==> src/rtl/prbs_pam_pkg.sv <==
package prbs_pam_pkg;
  localparam int MAX_W  = 16;
  localparam int MIN_W  = 2;
  localparam int WSEL_W = 5;
  localparam int SYM_W  = 2;

  // strobes from control to datapath
  typedef struct packed {
    logic loadCfg;
    logic step;
  } prbsStrobe_t;
endpackage

==> src/rtl/prbs_ctl.sv <==
module prbs_ctl
  import prbs_pam_pkg::*;
(
  input  logic        clk,
  input  logic        rstN,
  input  logic        load,
  input  logic        enable,
  output prbsStrobe_t strb,
  output logic        symValid
);
  always_comb begin
    strb.loadCfg = load;
    strb.step    = enable & ~load;
  end

  always_ff @(posedge clk or negedge rstN) begin
    if (!rstN) symValid <= 1'b0;
    else       symValid <= strb.step;
  end
endmodule

==> src/rtl/prbs_datapath.sv <==
module prbs_datapath
  import prbs_pam_pkg::*;
#(
  parameter int MAXW  = MAX_W,
  parameter int WSELW = WSEL_W
) (
  input  logic             clk,
  input  logic             rstN,
  input  prbsStrobe_t      strb,
  input  logic             pam4Mode,
  input  logic [WSELW-1:0] widthSel,
  input  logic [MAXW-1:0]  tapMask,
  input  logic [MAXW-1:0]  seed,
  output logic [SYM_W-1:0] symOut,
  output logic             stuck
);
  localparam int STEPS = 2;

  logic [WSELW-1:0] cfgWidth;
  logic [MAXW-1:0]  cfgTaps;
  logic             cfgPam;
  logic [MAXW-1:0]  state;

  logic [WSELW-1:0] reqWidth;
  logic [MAXW-1:0]  loadMask;
  logic [MAXW-1:0]  actMask;

  // clamp requested width into supported range
  always_comb begin
    if (widthSel < WSELW'(MIN_W))      reqWidth = WSELW'(MIN_W);
    else if (widthSel > WSELW'(MAXW))  reqWidth = WSELW'(MAXW);
    else                               reqWidth = widthSel;
  end

  genvar gi;
  generate
    for (gi = 0; gi < MAXW; gi++) begin : g_mask
      assign loadMask[gi] = (WSELW'(gi) < reqWidth);
      assign actMask[gi]  = (WSELW'(gi) < cfgWidth);
    end
  endgenerate

  // chained shift stages, one bit each
  logic [STEPS:0][MAXW-1:0] stg;
  logic [STEPS-1:0]         newBit;
  assign stg[0] = state;

  generate
    for (gi = 0; gi < STEPS; gi++) begin : g_step
      assign newBit[gi]  = ^(stg[gi] & cfgTaps & actMask);
      assign stg[gi+1]   = ({stg[gi][MAXW-2:0], newBit[gi]}) & actMask;
    end
  endgenerate

  logic [MAXW-1:0]  nextState;
  logic [SYM_W-1:0] nextSym;
  logic [SYM_W-1:0] rawPair;

  always_comb begin
    rawPair = {newBit[0], newBit[1]};
    if (cfgPam) begin
      nextState = stg[2];
      nextSym   = {rawPair[1], rawPair[1] ^ rawPair[0]};
    end else begin
      nextState = stg[1];
      nextSym   = {1'b0, newBit[0]};
    end
  end

  always_ff @(posedge clk or negedge rstN) begin
    if (!rstN) begin
      cfgWidth <= WSELW'(MAXW);
      cfgTaps  <= '0;
      cfgPam   <= 1'b0;
      state    <= '0;
      symOut   <= '0;
    end else if (strb.loadCfg) begin
      cfgWidth <= reqWidth;
      cfgTaps  <= tapMask;
      cfgPam   <= pam4Mode;
      state    <= seed & loadMask;
      symOut   <= '0;
    end else if (strb.step) begin
      state    <= nextState;
      symOut   <= nextSym;
    end
  end

  assign stuck = (state == '0);
endmodule

==> src/rtl/prbs_pam_gen.sv <==
module prbs_pam_gen
  import prbs_pam_pkg::*;
(
  input  logic              clk,
  input  logic              rstN,
  input  logic              load,
  input  logic              enable,
  input  logic              pam4Mode,
  input  logic [WSEL_W-1:0] widthSel,
  input  logic [MAX_W-1:0]  tapMask,
  input  logic [MAX_W-1:0]  seed,
  output logic [SYM_W-1:0]  symOut,
  output logic              symValid,
  output logic              stuck
);
  prbsStrobe_t strb;

  prbs_ctl u_ctl (
    .clk      (clk),
    .rstN     (rstN),
    .load     (load),
    .enable   (enable),
    .strb     (strb),
    .symValid (symValid)
  );

  prbs_datapath #(.MAXW(MAX_W), .WSELW(WSEL_W)) u_dp (
    .clk      (clk),
    .rstN     (rstN),
    .strb     (strb),
    .pam4Mode (pam4Mode),
    .widthSel (widthSel),
    .tapMask  (tapMask),
    .seed     (seed),
    .symOut   (symOut),
    .stuck    (stuck)
  );
endmodule

==> config.mk <==
export PLATFORM = sky130hd
export DESIGN_NAME = prbs_pam_gen
export DESIGN_NICKNAME = d
export VERILOG_FILES = /design/src/rtl/prbs_pam_pkg.sv /design/src/rtl/prbs_ctl.sv /design/src/rtl/prbs_datapath.sv /design/src/rtl/prbs_pam_gen.sv
export SDC_FILE = /design/constraint.sdc
export NUM_CORES = 1
export LEC_CHECK = 0
export ABC_AREA = 0
export CORE_ASPECT_RATIO = 1.5
export CORE_MARGIN = 5
export CORE_UTILIZATION = 55
export DETAILED_ROUTE_END_ITERATION = 8
export GPL_ROUTABILITY_DRIVEN = 0
export HOLD_SLACK_MARGIN = 0.06
export PLACE_DENSITY = 0.82
export SYNTH_ARGS = -nofsm -noshare
export SYNTH_HDL_FRONTEND = slang
export SYNTH_SLANG_ARGS = --single-unit
==> constraint.sdc <==
create_clock -name clk -period 5.7 [get_ports clk]
set_input_delay 1.14 -clock clk [delete_from_list [all_inputs] [get_ports clk]]
set_output_delay 1.14 -clock clk [all_outputs]
set_load 0.005 [all_outputs]
## After elaboration in Yosys (flattened, before gate mapping)

Cells that the tools add are included.

- Bits in registers: 41
- Input bits: 42
- Output and inout bits: 4
- Logic and storage cells: 62

- $lt $le $gt $ge: 34
- Multiplexer cells: 8
- Bitwise operators: 10
- Reductions and logical operators: 4

Operators with widths:

| cell | count |
|---|---|
| AND 16 bit | 7 |
| < comparator 4 x 5 -> 1 bit, first input constant | 16 |
| two-way mux 16 bit | 3 |
| < comparator 3 x 5 -> 1 bit, first input constant | 8 |
| parity 16 bit | 2 |
| < comparator 1 x 5 -> 1 bit, first input constant | 4 |
| < comparator 2 x 5 -> 1 bit, first input constant | 4 |
| logical NOT 16 bit | 1 |
| two-way mux 5 bit | 2 |
| two-way mux 2 bit | 3 |
| greater-than comparator 5 bit, second input constant | 1 |
| < comparator 5 x 2 -> 1 bit, second input constant | 1 |
| nonzero test 2 bit | 1 |
| AND 1 bit | 1 |
| inverter 1 bit | 1 |
| bitwise XOR 1 bit | 1 |

## Logic depth before layout (Yosys ltp)

- Word-level depth: 11
- Depth in mapped cells: 10
- Mapped depth without buffers: 8

## Modules after synthesis

From an unflattened synthesis, not the netlist that was laid out.

- Cells, all modules: 303
- Area total of the unflattened synthesis: 2,866.5 um2

By module, submodules not included:

| module | times used | cells an instance | area an instance (um2) | seq. area each (um2) |
|---|---|---|---|---|
| prbs_datapath | 1 | 300 | 2,820.2 | 1,002.2 |
| prbs_ctl | 1 | 3 | 46.3 | 25.0 |

## Worst setup path before layout

OpenSTA, ideal clock, no wires.

- Path type: reg2reg
- Start point: reg u_dp.cfgWidth[2]
- End point: reg u_dp.state[0]
- Setup time: 0.124 ns
- Data arrival time: 2.343 ns
- Data required time: 5.576 ns
- Slack: 3.234 ns
- Cell stages (with the launch flop): 10
- Path buffers: 1
- Clock period less this slack: 2.466 ns
- Path through: dfrtp_1 buf_4 or3_1 nand3_1 xor3_1 xnor3_1 xnor3_1 and3_1 o21a_1 a211o_1

- Cells in the longest elaborated chain, start to end: 11
- Elaborated cells between the ends (all ways): 26
- Classes of those cells: order compare: 16; mux: 3; bitwise: 5; reduce/logical: 2

RTL lines:

| what | line | RTL |
|---|---|---|
| start, declared | prbs_datapath.sv:19 | `logic [WSELW-1:0] cfgWidth;` |
| start signal, assigned | prbs_datapath.sv:72 | `cfgWidth <= WSELW'(MAXW);` |
| start signal, assigned | prbs_datapath.sv:78 | `cfgWidth <= reqWidth;` |
| < comparator 1 x 5 -> 1 bit, or another cell as far along | prbs_datapath.sv:39 | `assign actMask[gi] = (WSELW'(gi) < cfgWidth);` |
| AND 16 bit | prbs_datapath.sv:50 | `assign newBit[gi] = ^(stg[gi] & cfgTaps & actMask);` |
| parity 16 bit | prbs_datapath.sv:50 |  |
| AND 16 bit | prbs_datapath.sv:51 | `assign stg[gi+1] = ({stg[gi][MAXW-2:0], newBit[gi]}) & actMask;` |
| AND 16 bit (2 in a row) | prbs_datapath.sv:50 |  |
| parity 16 bit | prbs_datapath.sv:50 |  |
| AND 16 bit | prbs_datapath.sv:51 |  |
| two-way mux 16 bit (*) | prbs_datapath.sv:61 | `if (cfgPam) begin` |
| two-way mux 16 bit (*) | prbs_datapath.sv:83 | `end else if (strb.step) begin` |
| two-way mux 16 bit (*) | prbs_datapath.sv:77 | `end else if (strb.loadCfg) begin` |
| end signal, assigned | prbs_datapath.sv:81 | `state <= seed & loadMask;` |
| end signal, assigned | prbs_datapath.sv:84 | `state <= nextState;` |
| end, declared | prbs_datapath.sv:22 | `logic [MAXW-1:0] state;` |

Every way passes the cells marked *; elsewhere a longest branch is shown, timed or not. The select of a mux whose other input is x is not followed.
A chain may end at the register's enable or synchronous reset.

## Final worst setup path

- Start point: in load
- End point: reg u_dp.state[8]

- Cells in the longest elaborated chain, start to end: 3
- Elaborated cells between the ends (all ways): 4
- Classes of those cells: mux: 1; bitwise: 2; reduce/logical: 1

RTL lines:

| what | line | RTL |
|---|---|---|
| start, declared | prbs_pam_gen.sv:6 | `input logic load,` |
| inverter 1 bit | prbs_ctl.sv:13 | `strb.step = enable & ~load;` |
| AND 1 bit | prbs_ctl.sv:13 |  |
| nonzero test 2 bit (no line) | n/a |  |

Parallel ways exist; a longest one is shown, timed or not.

==> results.py <==
metrics = {
    "setup_path": {
        "required_ps": 5890,
        "worstPathArrival_ps": 3410,
        "criticalPathCategory": "in -> reg",
        "startpoint_type": "input pin",
        "r2r_slack_ps": 2820,
        "endpoint_kind": "flip-flop",
        "crit_fanout": 26,
    },
    "yosys": {
        "synth_top_area_share_pct": 35.4,
        "synth.largest_area_cell": "dfrtp_1",
        "netlist_top_cells_count": "40 x dfrtp_1, 36 x nand2_1, 21 x mux2_2, 21 x nand3_1, 17 x o21ai_0",
        "async_flop_share_pct": 100,
        "ys.flop_type": "dfrtp_1",
        "synth_nets": 347,
        "seq_area_frac_synth_pct": 36.3,
        "avgSynthCellArea_um2": 9.28,
        "yosys.cell_count.top_type": "dfrtp_1",
        "synthDistinctLibCells": 58,
        "synthTopCellsByArea": "dfrtp_1 35%, mux2_2 8.4%, nand2_1 4.8%, nand3_1 3.7%, xnor2_1 3.4%",
        "synth_edf_count": 0,
        "synth-seq-cells": 41,
        "synthCells": 305,
        "synth_area_um2": 2830,
        "yosysWarningCount": 0,
    },
    "placement": {
        "place_hpwl_um": 5280,
        "placed_cell_area_um2": 3240,
        "port_buffers": 45,
    },
    "layout": {
        "fin_area_um2": 3320,
        "antenna_cells": 0,
        "fill_cells": 447,
        "area_growth_pct": 17.4,
        "drive_gt1_share_pct": 12.2,
        "final_core_util_pct": 65.3,
        "final_nets": 378,
    },
    "timing": {
        "fin_skew_ps": 7.39,
        "worst_slew_pin_slew_ps": 922,
        "min_period_ps": 3220,
        "hold_viol_final": 0,
        "setup_viol": 0,
        "fin_crit_sh_pct": 56.4,
        "slew_violations": 0,
        "rsz0062_at_grt": "false",
        "fin_tns_setup_ps": 0,
        "whs_ps": 521,
        "relSlewSlack_pct": 38.5,
        "max_freq_ghz": 0.311,
    },
    "grt": {
        "grt_pass1_wl_um": 11800,
        "grt_pass1_vias": 2441,
        "antenna_found_initial": 0,
        "grt-ovfl-total": 0,
        "gr-usage-all-layers_pct": 23.0,
        "grt_max_degree": 42,
    },
    "drt": {
        "ant_nets": 0,
        "vias": 2459,
        "wire_per_inst_um": 17.7,
        "viasPerCell": 6.07,
        "routed_wl_um": 7170,
        "drc": 0,
        "drtIter0Drc": 150,
        "dr.pass1.iters": 4,
    },
    "clocking": {
        "clock-root-buffer": "clkbuf_8",
        "cts_hold_buf": 0,
        "cts_resized": 0,
        "htreeDepth": 2,
        "cts.sink_count": 41,
        "numCtsBuffers": 5,
        "cts_setup_buffers": 0,
        "cts_tree": "built",
        "clk_pin_slew_ps": 80,
        "insertion_delay_ps": 300,
        "cts_buffer_depth": 2,
    },
    "hold_path": {
        "hp-class": "reg -> reg",
    },
    "job": {
        "cap_viol_max_count": 0,
    },
    "run_status": {
        "outcome": "finished clean",
    },
    "die": {
        "die_area_um2": 6710,
        "start_util_pct": 55.6,
        "die_w_um": 68.6,
        "core_area_um2": 5080,
        "num_io_pins": 46,
        "placementRows": 32,
        "die_h_um": 97.8,
    },
    "pwr": {
        "seq_power_share_pct": 47.0,
        "clock_power_share_pct": 22.9,
        "pwr-share-comb_pct": 30.0,
        "swShare_pct": 33.5,
        "powerDensity_nw_per_um2": 248,
        "p_int_mw": 0.547,
        "leakage_nw": 1.33,
        "p_sw_mw": 0.276,
        "power.total_mw": 0.823,
        "ir_drop_mv": 0.154,
    },
}
-- worst max-delay path, stage by stage --
cell             delay [ps]
clkdlybuf4s50_1        1010
buf_4                   400
nor2b_1                 460
o311ai_0                240
o311ai_0                130
-- power by group through the flow --
stage	combinational (mW)	sequential (mW)	clock (mW)
floorplan	0.191	0.357	0
global placement	0.241	0.388	0
detailed placement	0.246	0.390	0
CTS	0.247	0.385	0.190
global route	0.269	0.392	0.201
finish	0.247	0.387	0.189
-- area by class of cell --
type | count | area (µm²) | area share [%]
multi-input combinational | 232 | 1640 | 49.2
sequential | 41 | 1030 | 30.9
timing repair buffer | 46 | 453 | 13.6
tap | 68 | 85.1 | 2.56
clock buffer | 6 | 72.6 | 2.19
inverter | 10 | 37.5 | 1.13
clock inverter | 2 | 10.0 | 0.301
-- worst paths after layout --
kind / cells after the start / endpoint / startpoint
worst min register to register: 1 / u_dp.symOut[1] / u_dp.symOut[1]
worst min-delay path: 1 / u_dp.symOut[1] / u_dp.symOut[1]
max in group asynchronous: 1 / u_dp.cfgTaps[8] / rstN
worst max-delay path: 5 / u_dp.state[8] / load
worst max register to register: 8 / u_dp.state[0] / u_dp.cfgWidth[4]
min in group asynchronous: 1 / u_dp.cfgTaps[4] / rstN
-- state kept, by name, summed over array words and instances, names as in the netlist --
signal          count
u_dp.cfgWidth       5
u_dp.cfgPam         1
u_ctl.symValid      1
u_dp.symOut         2
u_dp.state         16
u_dp.cfgTaps       16
-- cells by family (layout without fill, tap and decap cells) --
group / Yosys count / in the layout / share of synthesized area, %
buffers and inverters: 32 / 64 / 5.88
XOR/XNOR: 21 / 21 / 9.55
AO/OA/AOI/OAI: 75 / 75 / 18.5
flip-flops: 41 / 41 / 36.3
multiplexers: 26 / 26 / 10.1
AND/OR/NAND/NOR: 110 / 110 / 19.6
-- stage by stage --
stage          cells  worst slack (ps)
2_1_floorplan    305              3230
3_3_place_gp     397              2320
3_5_place_dp     397              2180
4_1_cts          405              2510
5_1_grt          405              2350
6_report         405              2480
-- cell usage in the layout (no fill, tap or decap), types with 2 or more instances in the layout --
cell type | netlist | final
a211o_1 | 3 | 3
a211oi_1 | 2 | 2
a21o_1 | 2 | 2
a21oi_1 | 10 | 10
a221o_1 | 3 | 3
a31oi_1 | 5 | 5
a32oi_1 | 4 | 4
clkbuf_8 | 0 | 5
clkdlybuf4s50_1 | 0 | 44
clkinv_2 | 0 | 2
dfrtp_1 | 40 | 40
inv_1 | 9 | 9
mux2_2 | 21 | 21
mux2i_1 | 5 | 5
nand2_1 | 36 | 36
nand2b_1 | 6 | 6
nand3_1 | 21 | 21
nand3_2 | 2 | 2
nand3b_1 | 6 | 6
nand4_1 | 2 | 2
nor2_1 | 16 | 16
nor2b_1 | 6 | 6
nor3_1 | 3 | 3
nor4_1 | 6 | 6
o211ai_1 | 3 | 3
o21a_1 | 3 | 3
o21ai_0 | 17 | 17
o21ai_1 | 2 | 2
o22ai_1 | 4 | 4
o311ai_0 | 4 | 4
o31ai_1 | 3 | 3
xnor2_1 | 11 | 11
xnor3_1 | 3 | 3
xor2_1 | 3 | 3
-- routing by layer --
| metal | global-route usage [%] | share of wire (%) | vias to the layer above |
|---|---|---|---|
| met5 | 0 | 0 | - |
| met4 | 9.80 | 3.0 | 0 |
| met3 | 3.57 | 6.4 | 14 |
| met2 | 37.1 | 50 | 101 |
| met1 | 29.9 | 40 | 1181 |
| li1 | - | - | 1163 |
No activity file was read; power rests on OpenSTA's default activity.
